$ cat src/rtl/usart_pkg.sv
package usart_pkg;
  localparam int FRAME_W = 13;

  localparam logic [2:0] A_TXD  = 3'd0;
  localparam logic [2:0] A_RXD  = 3'd1;
  localparam logic [2:0] A_FRM  = 3'd2;
  localparam logic [2:0] A_STAT = 3'd3;
  localparam logic [2:0] A_IRQ  = 3'd4;
  localparam logic [2:0] A_PSC  = 3'd5;
  localparam logic [2:0] A_DIV  = 3'd6;

  typedef struct packed {
    logic       two_stop;
    logic       par_odd;
    logic       par_en;
    logic       tx_b8;
    logic [1:0] len;
  } frame_cfg_t;

  typedef enum logic [1:0] {RX_IDLE, RX_START, RX_BITS, RX_STOP} rx_state_e;

  function automatic logic [3:0] data_bits(input logic [1:0] len);
    case (len)
      2'd0:    data_bits = 4'd7;
      2'd2:    data_bits = 4'd9;
      default: data_bits = 4'd8;
    endcase
  endfunction

  function automatic logic [8:0] data_mask(input logic [1:0] len);
    case (len)
      2'd0:    data_mask = 9'h07f;
      2'd2:    data_mask = 9'h1ff;
      default: data_mask = 9'h0ff;
    endcase
  endfunction
endpackage

$ cat src/rtl/usart_baud.sv
module usart_baud #(
  parameter int CNT_W = 8
) (
  input  logic             clk_i,
  input  logic             rst_ni,
  input  logic [CNT_W-1:0] psc_i,
  input  logic [CNT_W-1:0] div_i,
  output logic             tick_o
);
  logic [CNT_W-1:0] psc_cnt_q, div_cnt_q;
  logic psc_wrap, div_wrap;

  assign psc_wrap = (psc_cnt_q >= psc_i);
  assign div_wrap = (div_cnt_q >= div_i);
  assign tick_o   = psc_wrap && div_wrap;

  always_ff @(posedge clk_i or negedge rst_ni) begin
    if (!rst_ni) begin
      psc_cnt_q <= '0;
      div_cnt_q <= '0;
    end else if (psc_wrap) begin
      psc_cnt_q <= '0;
      if (div_wrap) div_cnt_q <= '0;
      else          div_cnt_q <= div_cnt_q + 1'b1;
    end else begin
      psc_cnt_q <= psc_cnt_q + 1'b1;
    end
  end

  AST_TICK_GAP: assert property (@(posedge clk_i) disable iff (!rst_ni)
    (tick_o && (psc_i != '0 || div_i != '0)) |=>
      (!tick_o || !$stable(psc_i) || !$stable(div_i)));
endmodule

$ cat src/rtl/usart_tx.sv
module usart_tx import usart_pkg::*; #(
  parameter int OSR = 16
) (
  input  logic       clk_i,
  input  logic       rst_ni,
  input  logic       tick_i,
  input  frame_cfg_t cfg_i,
  input  logic       load_i,
  input  logic [7:0] data_i,
  output logic       take_o,
  output logic       busy_o,
  output logic       txd_o
);
  localparam int PH_W   = $clog2(OSR);
  localparam int LEFT_W = $clog2(FRAME_W + 1);

  logic               busy_q;
  logic [FRAME_W-1:0] sh_q, frame_d;
  logic [PH_W-1:0]    ph_q;
  logic [LEFT_W-1:0]  left_q, len_d;
  logic [8:0]         d9;
  logic [3:0]         nd;
  int                 pos;

  always_comb begin
    d9      = {cfg_i.tx_b8, data_i} & data_mask(cfg_i.len);
    nd      = data_bits(cfg_i.len);
    frame_d = '1;
    frame_d[0] = 1'b0;
    for (int i = 0; i < 9; i++) begin
      if (i < int'(nd)) frame_d[1+i] = d9[i];
    end
    pos = 1 + int'(nd);
    if (cfg_i.par_en) begin
      frame_d[pos] = (^d9) ^ cfg_i.par_odd;
      pos = pos + 1;
    end
    pos   = pos + (cfg_i.two_stop ? 2 : 1);
    len_d = LEFT_W'(pos);
  end

  assign take_o = !busy_q && load_i;
  assign busy_o = busy_q;
  assign txd_o  = busy_q ? sh_q[0] : 1'b1;

  always_ff @(posedge clk_i or negedge rst_ni) begin
    if (!rst_ni) begin
      busy_q <= 1'b0;
      sh_q   <= '1;
      ph_q   <= '0;
      left_q <= '0;
    end else if (take_o) begin
      sh_q   <= frame_d;
      left_q <= len_d;
      ph_q   <= '0;
      busy_q <= 1'b1;
    end else if (busy_q && tick_i) begin
      if (ph_q == PH_W'(OSR - 1)) begin
        ph_q   <= '0;
        sh_q   <= {1'b1, sh_q[FRAME_W-1:1]};
        left_q <= left_q - 1'b1;
        if (left_q == LEFT_W'(1)) busy_q <= 1'b0;
      end else begin
        ph_q <= ph_q + 1'b1;
      end
    end
  end

  AST_TX_START_BIT: assert property (@(posedge clk_i) disable iff (!rst_ni)
    $rose(busy_o) |-> !txd_o);
endmodule

$ cat src/rtl/usart_rx.sv
module usart_rx import usart_pkg::*; #(
  parameter int OSR = 16
) (
  input  logic       clk_i,
  input  logic       rst_ni,
  input  logic       tick_i,
  input  logic [1:0] len_i,
  input  logic       par_en_i,
  input  logic       par_odd_i,
  input  logic       rxd_i,
  output logic       done_o,
  output logic [7:0] data_o,
  output logic       b8_o,
  output logic       perr_o,
  output logic       ferr_o,
  output logic       busy_o
);
  localparam int PH_W = $clog2(OSR);

  rx_state_e       state_q;
  logic            rx_s1_q, rx_s2_q;
  logic [PH_W-1:0] ph_q;
  logic [3:0]      idx_q, nd, nbits;
  logic [9:0]      bits_q;
  logic [8:0]      d9;
  logic            par_bad, done_q;

  assign nd      = data_bits(len_i);
  assign nbits   = nd + {3'b0, par_en_i};
  assign d9      = bits_q[8:0] & data_mask(len_i);
  assign par_bad = (^d9) ^ par_odd_i ^ bits_q[nd];
  assign busy_o  = (state_q != RX_IDLE);
  assign done_o  = done_q;

  always_ff @(posedge clk_i or negedge rst_ni) begin
    if (!rst_ni) begin
      rx_s1_q <= 1'b1;
      rx_s2_q <= 1'b1;
    end else begin
      rx_s1_q <= rxd_i;
      rx_s2_q <= rx_s1_q;
    end
  end

  always_ff @(posedge clk_i or negedge rst_ni) begin
    if (!rst_ni) begin
      state_q <= RX_IDLE;
      ph_q    <= '0;
      idx_q   <= '0;
      bits_q  <= '0;
      done_q  <= 1'b0;
      data_o  <= '0;
      b8_o    <= 1'b0;
      perr_o  <= 1'b0;
      ferr_o  <= 1'b0;
    end else begin
      done_q <= 1'b0;
      if (tick_i) begin
        case (state_q)
          RX_IDLE: if (!rx_s2_q) begin
            state_q <= RX_START;
            ph_q    <= '0;
          end
          RX_START: if (ph_q == PH_W'(OSR/2 - 1)) begin
            ph_q    <= '0;
            idx_q   <= '0;
            state_q <= rx_s2_q ? RX_IDLE : RX_BITS;  // glitch filter at mid start bit
          end else ph_q <= ph_q + 1'b1;
          RX_BITS: if (ph_q == PH_W'(OSR - 1)) begin
            ph_q          <= '0;
            bits_q[idx_q] <= rx_s2_q;
            if (idx_q == nbits - 4'd1) state_q <= RX_STOP;
            else                       idx_q   <= idx_q + 4'd1;
          end else ph_q <= ph_q + 1'b1;
          RX_STOP: if (ph_q == PH_W'(OSR - 1)) begin
            ph_q    <= '0;
            state_q <= RX_IDLE;
            done_q  <= 1'b1;
            ferr_o  <= !rx_s2_q;
            data_o  <= d9[7:0];
            b8_o    <= d9[8];
            perr_o  <= par_en_i && par_bad;
          end else ph_q <= ph_q + 1'b1;
          default: state_q <= RX_IDLE;
        endcase
      end
    end
  end

  AST_RX_DONE_PULSE: assert property (@(posedge clk_i) disable iff (!rst_ni)
    done_o |=> !done_o);
endmodule

$ cat src/rtl/usart_attn.sv
module usart_attn import usart_pkg::*; #(
  parameter int OSR = 16
) (
  input  logic       clk_i,
  input  logic       rst_ni,
  input  logic       wr_en_i,
  input  logic       rd_en_i,
  input  logic [2:0] addr_i,
  input  logic [7:0] wdata_i,
  output logic [7:0] rdata_o,
  input  logic       rxd_i,
  output logic       txd_o,
  output logic       tx_irq_o,
  output logic       rx_irq_o
);
  localparam int BAUD_W = 8;

  frame_cfg_t        cfg_q;
  logic [7:0]        tbuf_q, rbuf_q;
  logic              tfull_q, rx_ready_q, ferr_q, ovr_q, perr_q, rb8_q, attn_q;
  logic              tx_ie_q, rx_ie_q;
  logic [BAUD_W-1:0] psc_q, div_q;

  logic       tick, tx_take, tx_busy, rx_busy;
  logic       rx_done, rx_b8, rx_perr, rx_ferr, rx_accept, rd_rx;
  logic [7:0] rx_data;

  usart_baud #(.CNT_W(BAUD_W)) u_baud (
    .clk_i, .rst_ni, .psc_i(psc_q), .div_i(div_q), .tick_o(tick)
  );

  usart_tx #(.OSR(OSR)) u_tx (
    .clk_i, .rst_ni, .tick_i(tick), .cfg_i(cfg_q), .load_i(tfull_q),
    .data_i(tbuf_q), .take_o(tx_take), .busy_o(tx_busy), .txd_o
  );

  usart_rx #(.OSR(OSR)) u_rx (
    .clk_i, .rst_ni, .tick_i(tick), .len_i(cfg_q.len), .par_en_i(cfg_q.par_en),
    .par_odd_i(cfg_q.par_odd), .rxd_i, .done_o(rx_done), .data_o(rx_data),
    .b8_o(rx_b8), .perr_o(rx_perr), .ferr_o(rx_ferr), .busy_o(rx_busy)
  );

  assign rd_rx     = rd_en_i && (addr_i == A_RXD);
  assign rx_accept = rx_done && !(attn_q && !rx_b8);
  assign tx_irq_o  = tx_ie_q && !tfull_q;
  assign rx_irq_o  = rx_ie_q && rx_ready_q;

  always_ff @(posedge clk_i or negedge rst_ni) begin
    if (!rst_ni) begin
      cfg_q   <= '0;
      tbuf_q  <= '0;
      tfull_q <= 1'b0;
      tx_ie_q <= 1'b0;
      rx_ie_q <= 1'b0;
      psc_q   <= '0;
      div_q   <= '0;
    end else begin
      if (wr_en_i && addr_i == A_TXD) begin
        tbuf_q  <= wdata_i;
        tfull_q <= 1'b1;
      end else if (tx_take) begin
        tfull_q <= 1'b0;
      end
      if (wr_en_i) begin
        case (addr_i)
          A_FRM: cfg_q <= wdata_i[5:0];
          A_IRQ: {rx_ie_q, tx_ie_q} <= wdata_i[1:0];
          A_PSC: psc_q <= wdata_i;
          A_DIV: div_q <= wdata_i;
          default: ;
        endcase
      end
    end
  end

  always_ff @(posedge clk_i or negedge rst_ni) begin
    if (!rst_ni) begin
      rbuf_q     <= '0;
      rx_ready_q <= 1'b0;
      ferr_q     <= 1'b0;
      ovr_q      <= 1'b0;
      perr_q     <= 1'b0;
      rb8_q      <= 1'b0;
      attn_q     <= 1'b0;
    end else begin
      if (wr_en_i && addr_i == A_STAT) begin
        attn_q <= wdata_i[5];
        if (wdata_i[1]) ferr_q <= 1'b0;
        if (wdata_i[2]) ovr_q  <= 1'b0;
        if (wdata_i[3]) perr_q <= 1'b0;
      end
      if (rx_accept) begin
        rbuf_q     <= rx_data;
        rb8_q      <= rx_b8;
        rx_ready_q <= 1'b1;
        if (rx_ready_q && !rd_rx) ovr_q <= 1'b1;
        if (rx_ferr) ferr_q <= 1'b1;
        if (rx_perr) perr_q <= 1'b1;
      end else if (rd_rx) begin
        rx_ready_q <= 1'b0;
      end
    end
  end

  always_comb begin
    case (addr_i)
      A_RXD:   rdata_o = rbuf_q;
      A_FRM:   rdata_o = {2'b00, cfg_q};
      A_STAT:  rdata_o = {tx_busy, rx_busy, attn_q, rb8_q, perr_q, ovr_q, ferr_q, rx_ready_q};
      A_IRQ:   rdata_o = {5'b0, !tfull_q, rx_ie_q, tx_ie_q};
      A_PSC:   rdata_o = psc_q;
      A_DIV:   rdata_o = div_q;
      default: rdata_o = '0;
    endcase
  end

  AST_OVR_AFTER_READY: assert property (@(posedge clk_i) disable iff (!rst_ni)
    $rose(ovr_q) |-> $past(rx_ready_q));
  AST_ATTN_DISCARD: assert property (@(posedge clk_i) disable iff (!rst_ni)
    (rx_done && attn_q && !rx_b8) |=> $stable(rbuf_q));
endmodule

$ cat config.mk
export PLATFORM = sky130hd
export DESIGN_NAME = usart_attn
export DESIGN_NICKNAME = d
export VERILOG_FILES = /design/src/rtl/usart_pkg.sv /design/src/rtl/usart_baud.sv /design/src/rtl/usart_tx.sv /design/src/rtl/usart_rx.sv /design/src/rtl/usart_attn.sv
export SDC_FILE = /design/constraint.sdc
export NUM_CORES = 1
export LEC_CHECK = 0
export ABC_AREA = 1
export CAP_MARGIN = 20
export CORE_UTILIZATION = 45
export DETAILED_ROUTE_END_ITERATION = 16
export DONT_BUFFER_PORTS = 1
export PLACE_DENSITY_LB_ADDON = 0.15
export SYNTH_ARGS = -nofsm -noshare
export SYNTH_HDL_FRONTEND = slang
export SYNTH_SLANG_ARGS = --single-unit
$ cat constraint.sdc
create_clock -name clk_i -period 2.4 [get_ports clk_i]
set_input_delay 0.48 -clock clk_i [delete_from_list [all_inputs] [get_ports clk_i]]
set_output_delay 0.48 -clock clk_i [all_outputs]
set_load 0.05 [all_outputs]
==> summary.md, run 1 <==
| Metric | Value |
|---|---|
| Post-synth EDFFs | 0 |
| Num CTS Buffers | 17 |
| Fmax | 437 MHz |
| Chip width | 121 um |
| R2r setup slk | between 200 and 300 ps |
| Initial Util | 46.1% |
| Net Count, Synth | 836 |
| Routability cong. | about 0.85 |
| Yosys reg bits | 119 |
| Fillers | 1314 |
| Post-route ant nets | 0 |
| Share of layout cells above drive strength 1 | 11.2% |
| Most frequent cells in the layout | nand2_1 (241), dfrtp_1 (104), inv_1 (101) |
| DRC violation count after routing | 0 |
| Gr ovfl total | 0 |
| Syn Area/Cell | about 8.1 um2 |
| Tightest Pin Transition | roughly 550 ps |
| Drt wl/cell | 14.6 um |
| Synth area leader | dfrtp_1 |
| YS warnings | 0 |
| # diodes | 0 |
| Skew final | between 8 and 9 ps |
| Die Footprint | roughly 15000 um2 |
| CTS H-tree depth | 4 |
| Sw Share | about a third |
| Clock transition at the registers of the reported paths | 60 ps |
| Clock Power Share | 39.1% |
| Post-CTS setup buffer count | 0 |
| Psw | around 2.2 mW |
| Crit Path Class | reg -> out |
| RSZ-0062 raised after global routing | no |
| First-pass GRT wire length | 25.1 mm |
| Peak fanout along the critical path | 6 |
| Port Buf Inserts | 0 |
| FFs w/ async S/R, synth | 100% |
| Clock tree buffer depth | 2 |
| Min Tclk post-route | 2290 ps |
| Vias per inst | 5.26 |
| Initial detailed-routing violation count | 441 |
| Status | finished with violations |
| Worst EP arrival | 1810 ps |
| Routed WL | around 15 mm |
| Failing checks | hold timing |
| Fin. max-slew vios | 0 |
| Dpl hpwl | 10.6 mm |
| Slew headroom | between 60% and 70% |
| Final Setup Violations | 0 |
| Pwr Density | 903 nW/um2 |
| CTS Sinks | 119 |
| Max IR drop VDD | 0.000652 V |
| Seq/Total Area, Yosys | 46.9% |
| Post-synth top area share | between 40% and 50% |
| Clock root buffer | clkbuf_16 |
| Final hold vios | 104 |
| Drt pass-1 iters | 5 |
| CP Launch Point | u_rx.state_q[0] |
| Setup Total Neg Slack | 0 ps |
| P&R area growth vs syn | 13.5% |
| Critical Path Start Type | register |
| Post-synthesis cell type count | 48 |
| CTS tree | yes |
| Initial antenna violation count | 0 |
| Final period util | between 90% and 100% |
| Commonest non-fill, non-tap cell in the layout | nand2_1 |
| Via count | 5271 |
| Core box area | 13900 um2 |
| Total power | 6.55 mW |
| Row cnt | 43 |
| Comb power frac | 22.1% |
| Seq pwr share | 38.8% |
| Primary FF master, synth | dfrtp_1 |
| Total GRT Usage | 22.3% |
| Gate Count Post-Synth | 792 |
| Leak | about 3.6 nW |
| Crit end category | output port |
| Io pins | 27 |
| Cell area after synthesis | 6390 um2 |
| # nets final | 854 |
| Worst-Skew Late Latency | 410 ps |
| WP data required | 1920 ps |
| DIE HEIGHT | ~120 um |
| Util after Layout | 52.3% |
| Vias in the first global route | 5168 |
| Largest cells by area after synthesis | dfrtp_1 (41%), nand2_1 (14%), o21ai_0 (6.5%) |
| Reg2reg start | u_baud.div_cnt_q[6] |
| Max-cap violations | 0 |
| Int Pwr | 4.37 mW |
| Min Hold Slack | -238 ps |
| Hold crit path type | in -> async |
| Largest net degree at the start of global routing | 120 |
==> final cells by class <==
class                           count  area [um2]  share of cell area (%)
Sequential cell                   119        3000                    41.3
Timing Repair Buffer               14         105                    1.45
Clock buffer                       18         439                    6.05
Clock inverter                     14         165                    2.28
Tap cell                          180         225                    3.10
Multi-Input combinational cell    552        2930                    40.3
Inverter                          106         398                    5.48
==> timing repair <==
item / in CTS / in global routing
resized for setup: 0 / 1
endpoints found under the hold margin: 119 / 119
setup endpoints to repair: 0 / 1
==> power groups by stage <==
stage	sequential [mW]	clock [mW]	combinational [mW]
6_report	2.54	2.56	1.45
5_1_grt	2.58	2.72	1.67
4_1_cts	2.54	2.63	1.45
3_5_place_dp	2.57	0	1.44
3_3_place_gp	2.56	0	1.36
2_1_floorplan	2.49	0	1.11
==> worst max-delay path: stages, from the launching register on <==
cell and delay (ps):
dfrtp_1 440, nor2_1 240, inv_1 160, a221o_1 360, buf_4 190
==> path summary, 6_finish.rpt <==
path,end,depth (start not counted)
setup / recovery,rdata_o[6],4
hold / removal,u_baud.psc_cnt_q[2],0
setup reg to reg,u_rx.ph_q[3],9
hold reg to reg,u_rx.rx_s2_q,0
max in group asynchronous,u_tx.sh_q[6],0
min in group clk_i,u_rx.rx_s1_q,0
==> cell families after synthesis <==
group	after synthesis	share of synthesized area, %
flops	119	46.9
buf+inv	121	7.45
xor+xnor	15	2.05
compound gates	135	12.0
mux	3	0.489
simple gates	371	25.6
fa+ha+maj	28	5.60
==> Yosys cell counts (6+ instances only) <==
library cell,count
inv_1,101
a21oi_1,18
ha_1,27
nand2_1,241
o21ai_0,83
xor2_1,13
nand4_1,17
clkbuf_1,8
dfstp_2,15
dfrtp_1,104
nor2_1,33
nand3_1,52
o21ai_1,6
o22ai_1,6
==> through the flow <==
step                      cell area [um2]  setup WS [ps]  cells
after global placement               6650            238    971
final                                7260            110   1003
after CTS                            7250           80.0   1003
after floorplan                      6390            171    792
after global routing                 7260           61.6   1003
after detailed placement             6650            184    971
==> layer usage <==
| metal | routed length, um | global-route usage, % | up-vias |
|---|---|---|---|
| met5 | 0 | 0 | - |
| met4 | 190 | 7.25 | 0 |
| met3 | 524 | 5.12 | 14 |
| met2 | 7160 | 37.5 | 94 |
| met1 | 6720 | 28.2 | 2542 |
| li1 | - | - | 2621 |
==> state kept, by name, indices dropped and copies added, names as in the netlist, 6 cells and up, named ones only <==
signal,count
u_rx.data_o,8
rbuf_q,8
psc_q,8
u_tx.sh_q,13
u_baud.psc_cnt_q,8
u_baud.div_cnt_q,8
cfg_q,6
div_q,8
tbuf_q,8
u_rx.bits_q,10
(Power assumes the default switching activity.)
==> run 2: changes to the inputs <==
Settings changed: CAP_MARGIN 20 to unset, GPL_ROUTABILITY_DRIVEN set to 0.
Clock period 2.4 ns to 2.75 ns, I/O delays scaled along.
==> run 2 against run 1 <==
  * The run still ends with hold timing left
  * Largest cell class unchanged
  * Critical endpoint unchanged
  * Sequential power fell by 13%
  * Global-route usage barely moved
  * Clock skew rose by 1.0 ps
  * Sequential share of layout area up 0.42 points
  * Clock power shrank 14%
  * Cell count decreased by 0.60%
  * Combinational power decreased by 15%
==> summary.md, run 2 (same netlist as run 1, synthesis figures left out) <==
| Metric | Value |
|---|---|
| Status | finished with violations |
| Failing checks | hold timing |
| Sw Share | 34.5% |
| Initial antenna violation count | 0 |
| Min Tclk post-route | 2390 ps |
| GR Layer Usage met3 | 5.36% |
| CTS H-tree depth | 4 |
| Share of layout cells above drive strength 1 | 10.4% |
| Final period util | 86.7% |
| Drt wl/cell | ~15 um |
| Regs by FF count | u_tx.sh_q (13), u_rx.bits_q (10) |
| Worst-Skew Late Latency | between 400 and 500 ps |
| DIE HEIGHT | roughly 120 um |
| Crit end category | output port |
| Int Pwr | between 3 and 4 mW |
| WP data required | 2200 ps |
| Leak | 3.56 nW |
| Largest net degree at the start of global routing | between 100 and 150 |
| Util after Layout | ~52% |
| Clock Power Share | 39.0% |
| Total power | 5.64 mW |
| Final Setup Violations | 0 |
| Hold crit path type | in -> async |
| # nets final | 848 |
| Initial detailed-routing violation count | 382 |
| Critical-path cell list | nor2_1 -> inv_1 -> a221o_1 |
| Gr ovfl total | 0 |
| Die Footprint | 14700 um2 |
| Pwr Density | around 790 nW/um2 |
| Num CTS Buffers | 17 |
| DRC violation count after routing | 0 |
| Max-cap violations | 0 |
| # diodes | 0 |
| Core box area | roughly 14000 um2 |
| Met2 usage | 36.0% |
| Row cnt | 43 |
| DP Area | approximately 6600 um2 |
| P&R area growth vs syn | 12.3% |
| Peak fanout along the critical path | 5 |
| Post-CTS sizing | 0 |
| Chip width | 121 um |
| Vias in the first global route | 5080 |
| CTS tree | yes |
| Comb power frac | 21.7% |
| Clock tree buffer depth | 2 |
| CTS Sinks | 119 |
| Critical Path Start Type | register |
| Initial Util | 46.1% |
| Via count | between 5k and 6k |
| Port Buf Inserts | 0 |
| Worst EP arrival | 1840 ps |
| Clock transition at the registers of the reported paths | 60 ps |
| Min Hold Slack | -176 ps |
| Grt met1 use | 29.0% |
| CP max-delay cell | a221o_1 |
| Post-route ant nets | 0 |
| Max IR drop VDD | 0.000505 V |
| First-pass GRT wire length | 25.0 mm |
| Setup Total Neg Slack | 0 ps |
| Slew headroom | between 50% and 60% |
| Skew final | between 9 and 10 ps |
| Clock root buffer | clkbuf_16 |
| Crit Path Class | reg -> out |
| Vias per inst | 5.21 |
| Drt pass-1 iters | 5 |
| Design area | roughly 7200 um2 |
| Fmax | 419 MHz |
| Total GRT Usage | between 20 and 25% |
| Psw | 1.95 mW |
| Most frequent cells in the layout | nand2_1 (241), dfrtp_1 (104), inv_1 (101) |
| Seq pwr share | approximately two fifths |
| Tightest Pin Transition | 614 ps |
| Fin. max-slew vios | 0 |
| Most Crowded Layer GR | met2 |
| Final hold vios | between 100 and 150 |
| Max reg flops | 13 |
| Biggest register | u_tx.sh_q |
| RSZ-0062 raised after global routing | no |
| Post-CTS setup buffer count | 0 |
| Routed WL | 14.9 mm |
| Slowest stage delay, CP | ~560 ps |
| Dpl hpwl | between 10 and 15 mm |
| Commonest non-fill, non-tap cell in the layout | nand2_1 |
| Io pins | 27 |
run 2: power groups by stage:
| stage | combinational, mW | sequential (mW) | clock [mW] |
|---|---|---|---|
| 2_1_floorplan | 0.968 | 2.17 | 0 |
| 3_3_place_gp | 1.16 | 2.23 | 0 |
| 3_5_place_dp | 1.23 | 2.24 | 0 |
| 4_1_cts | 1.23 | 2.21 | 2.25 |
| 5_1_grt | 1.42 | 2.25 | 2.31 |
| 6_report | 1.23 | 2.22 | 2.20 |
run 2: final timing paths:
kind	to	slack, ps	from	depth (start not counted)
max	rdata_o[6]	360	register	3
min	psc_q[0]	-180	rst_ni	0
max reg2reg	u_rx.ferr_o	510	psc_q[6]	11
min reg2reg	u_rx.rx_s2_q	360	u_rx.rx_s1_q	0
max in group asynchronous	u_tx.sh_q[10]	2660	rst_ni	0
min in group clk_i	u_rx.rx_s1_q	120	rxd_i	0
run 2: layout make-up:
| class | instances | area [um2] |
|---|---|---|
| multi-input cells | 552 | 2920 |
| repair buffers | 8 | 60.1 |
| fillers | 1325 | 6700 |
| inverters | 106 | 398 |
| well taps | 180 | 225 |
| flip-flops and latches | 119 | 3000 |
| clock inverters | 15 | 156 |
| clock buffers | 17 | 425 |
run 2: critical path, delay by kind of cell (launching register included):
kind / cells / cell delay [ps]
AND/OR/NAND/NOR: 1 / 240
buffers and inverters: 1 / 170
flip-flops: 1 / 430
AO/OA/AOI/OAI: 1 / 560
run 2: metal layers:
metal	wire, um	share of wire (%)
met3	616	4.1
met2	7060	47
met5	0	0
met4	322	2.2
met1	6900	46
run 2: stage by stage:
step,setup WS [ps],cells
final,365,997
after global routing,267,997
after CTS,339,997
after floorplan,381,792
after global placement,499,965
after detailed placement,446,965
==> run 3: changes to the inputs <==
Settings changed: ABC_AREA 1 to unset, SETUP_SLACK_MARGIN set to 0.15.
==> run 3 against run 2 <==
  * Setup slack worse by 140 ps
  * Register-to-register slack worse by 280 ps
  * Routed wire length is 0.43% higher
  * Critical path type is now reg -> reg
  * Power is 12% higher
  * Global-route usage is 0.059 points higher
  * Design area is 3.3% higher
  * Hold slack worse by 0.52 ps
  * Via count is 13% lower
  * The run still ends with hold timing left
  * Area after synthesis hardly changed
  * Largest cell class is now multi-input gates
  * Cell count is 19% lower
==> summary.md, run 3 <==
| Metric | Value |
|---|---|
| Initial antenna violation count | 0 |
| DIE HEIGHT | 121 um |
| Skew final | 8.81 ps |
| Chip width | 121 um |
| Core box area | 13900 um2 |
| Design area | 7420 um2 |
| Placed Instances | 777 |
| Pwr Density | 848 nW/um2 |
| Gate Count Post-Synth | 601 |
| WP data required | between 3000 and 4000 ps |
| Leak | between 3 and 4 nW |
| CP bufs+invs | 1 |
| Most frequent cells in the layout | dfrtp_1 (103), mux2_2 (61), nand2_1 (58) |
| Routed WL | 15.0 mm |
| RSZ-0062 raised after global routing | no |
| Drt pass-1 iters | 4 |
| CTS Sinks | roughly 120 |
| Io pins | 27 |
| Setup Total Neg Slack | 0 ps |
| Share of layout cells above drive strength 1 | 24.9% |
| Commonest non-fill, non-tap cell in the layout | dfrtp_1 |
| CTS H-tree depth | 4 |
| Failing checks | hold timing |
| First-pass GRT wire length | 24.7 mm |
| Final hold vios | approximately 110 |
| Hold crit path type | in -> async |
| Vias per inst | 5.60 |
| Most frequent cell after synthesis | dfrtp_1 |
| DP Area | between 6000 and 7000 um2 |
| Gr ovfl total | 0 |
| Post-route ant nets | 0 |
| Drt wl/cell | 18.5 um |
| Crit Path Class | reg -> reg |
| CP Launch Point | u_baud.div_cnt_q[2] |
| Initial detailed-routing violation count | 218 |
| Port Buf Inserts | 0 |
| Tightest Pin Transition | 697 ps |
| Delay-heaviest family, CP | compound AO/OA/AOI/OAI gates |
| Clock tree buffer depth | 2 |
| Final Non-Filler Cells | 810 |
| Critical Path Start Type | register |
| Die Footprint | 14700 um2 |
| P&R area growth vs syn | 16.1% |
| Min Hold Slack | -177 ps |
| Seq/Total Area, Yosys | 46.9% |
| DRC violation count after routing | 0 |
| Synth area leader | dfrtp_1 |
| Syn Area/Cell | around 11 um2 |
| CTS tree | yes |
| Max IR drop VDD | just under 0.0005 V |
| Clock transition at the registers of the reported paths | approximately 60 ps |
| Fillers | 1225 |
| Clock root buffer | clkbuf_16 |
| Max reg flops | 13 |
| Fin. max-slew vios | 0 |
| Biggest register | u_tx.sh_q |
| Worst-Skew Late Latency | 420 ps |
| Fmax | 397 MHz |
| Post-synthesis cell type count | 61 |
| CP max-delay cell | dfrtp_1 |
| Final setup margin | 228 ps |
| Peak fanout along the critical path | 17 |
| Num CTS Buffers | 17 |
| Dpl hpwl | 10.4 mm |
| Vias in the first global route | 4706 |
| FFs w/ async S/R, synth | 100% |
| Critical-path cell list | ha_1 -> a211o_1 -> a31oi_4 -> o221ai_4 -> and3_2 -> buf_12 -> nand4_1 -> mux2_2 |
| Post-synth EDFFs | 0 |
| Initial Util | 46.1% |
| # nets final | about 660 |
| Yosys reg bits | about 120 |
| Row cnt | 43 |
| Reg2reg start | u_baud.div_cnt_q[2] |
| Net Count, Synth | 645 |
| Crit end category | register |
| Primary FF master, synth | dfrtp_1 |
| Max-cap violations | 0 |
| Regs by FF count | u_tx.sh_q (13), u_rx.bits_q (10) |
| FF-to-FF path depth | 8 |
| Worst EP arrival | 2830 ps |
| Largest net degree at the start of global routing | 120 |
| Post-synth top area share | 40.7% |
| Cell area after synthesis | 6390 um2 |
| YS warnings | 0 |
| Final period util | 91.7% |
| Final Setup Violations | 0 |
| DP Worst Slack | 96.5 ps |
| Min Tclk post-route | 2520 ps |
| Number of cells on the critical path | 8 |
| Post-synth top cells | dfrtp_1 (104), mux2_2 (61), nand2_1 (59), o21ai_0 (35), inv_1 (33) |
| Slew headroom | 53.5% |
| Total GRT Usage | 22.3% |
| Largest cells by area after synthesis | dfrtp_1 (41%), mux2_2 (11%), dfstp_2 (6.2%) |
| Status | finished with violations |
| # diodes | 0 |
| Slowest stage delay, CP | 440 ps |
| Via count | between 4k and 5k |
[run 3: cell count changes in the layout (fill, tap and decap cells not counted), sizes merged, moves of 14 or more]
cell | before | now
nand2 | 245 | 59
inv | 116 | 34
mux2 | 1 | 61
o21ai | 90 | 35
nand3 | 55 | 21
buf | 8 | 26
xnor2 | 2 | 20
mux2i | 2 | 16
[run 3: logic make-up after synthesis]
group,synth area share [%]
AO/OA/AOI/OAI,10.8
XOR/XNOR,4.11
adder cells (fa/ha/maj),5.60
buffers and inverters,4.13
flip-flops,46.9
multiplexers,13.2
AND/OR/NAND/NOR,15.2
[run 3: area by class of cell]
| cell class | count | area, um2 | area share (%) |
|---|---|---|---|
| timing repair buffer | 26 | 236 | 3.19 |
| clock inverter | 14 | 200 | 2.70 |
| multi-input combinational | 420 | 3210 | 43.2 |
| sequential | 119 | 3000 | 40.4 |
| inverter | 33 | 124 | 1.67 |
| clock buffer | 18 | 429 | 5.78 |
| tap | 180 | 225 | 3.03 |
[run 3: worst paths after layout]
path	endpoint	slack, ps
max in group asynchronous	u_rx.rx_s1_q	2710
setup / recovery	u_rx.bits_q[4]	230
hold / removal	psc_q[5]	-180
min in group clk_i	u_rx.rx_s1_q	120
setup reg to reg	u_rx.bits_q[4]	230
hold reg to reg	u_rx.rx_s2_q	360
[run 3: power breakdown]
| part | internal (mW) | switching [mW] | total, mW | leakage (nW) |
|---|---|---|---|---|
| Combinational | 0.707 | 0.835 | 1.54 | 1.55 |
| Sequential | 2.09 | 0.303 | 2.39 | 1.49 |
| Clock | 1.52 | 0.841 | 2.36 | 0.297 |
| Total | 4.32 | 1.98 | 6.30 | 3.34 |
[run 3: worst reg2reg max path, cell delays in order (launching register included)]
cell and delay [ps]:
dfrtp_1 440, ha_1 350, a211o_1 340, a31oi_4 200
o221ai_4 160, and3_2 290, buf_12 160, nand4_1 130
mux2_2 350
[run 3: repair_timing]
action                                 CTS  global route
endpoints found under the hold margin  119           119
buffers inserted                         0             1
gates cloned                             0             0
gates resized for setup                  3            10
pin swaps                                1             4
setup endpoints to repair                3            15
[run 3: routing by layer]
metal  part of all wire, %  global-route usage [%]
met1                    47                    29.0
met2                    49                    36.0
met3                   3.3                    5.36
met4                   1.1                    8.49
met5                     0                       0
[run 3: per-stage QoR]
step	utilization (%)	power [mW]
floorplan	-	3.43
global placement	48.4	3.80
detailed placement	48.4	3.86
CTS	53.1	6.26
global route	53.5	6.64
finish	53.5	6.30
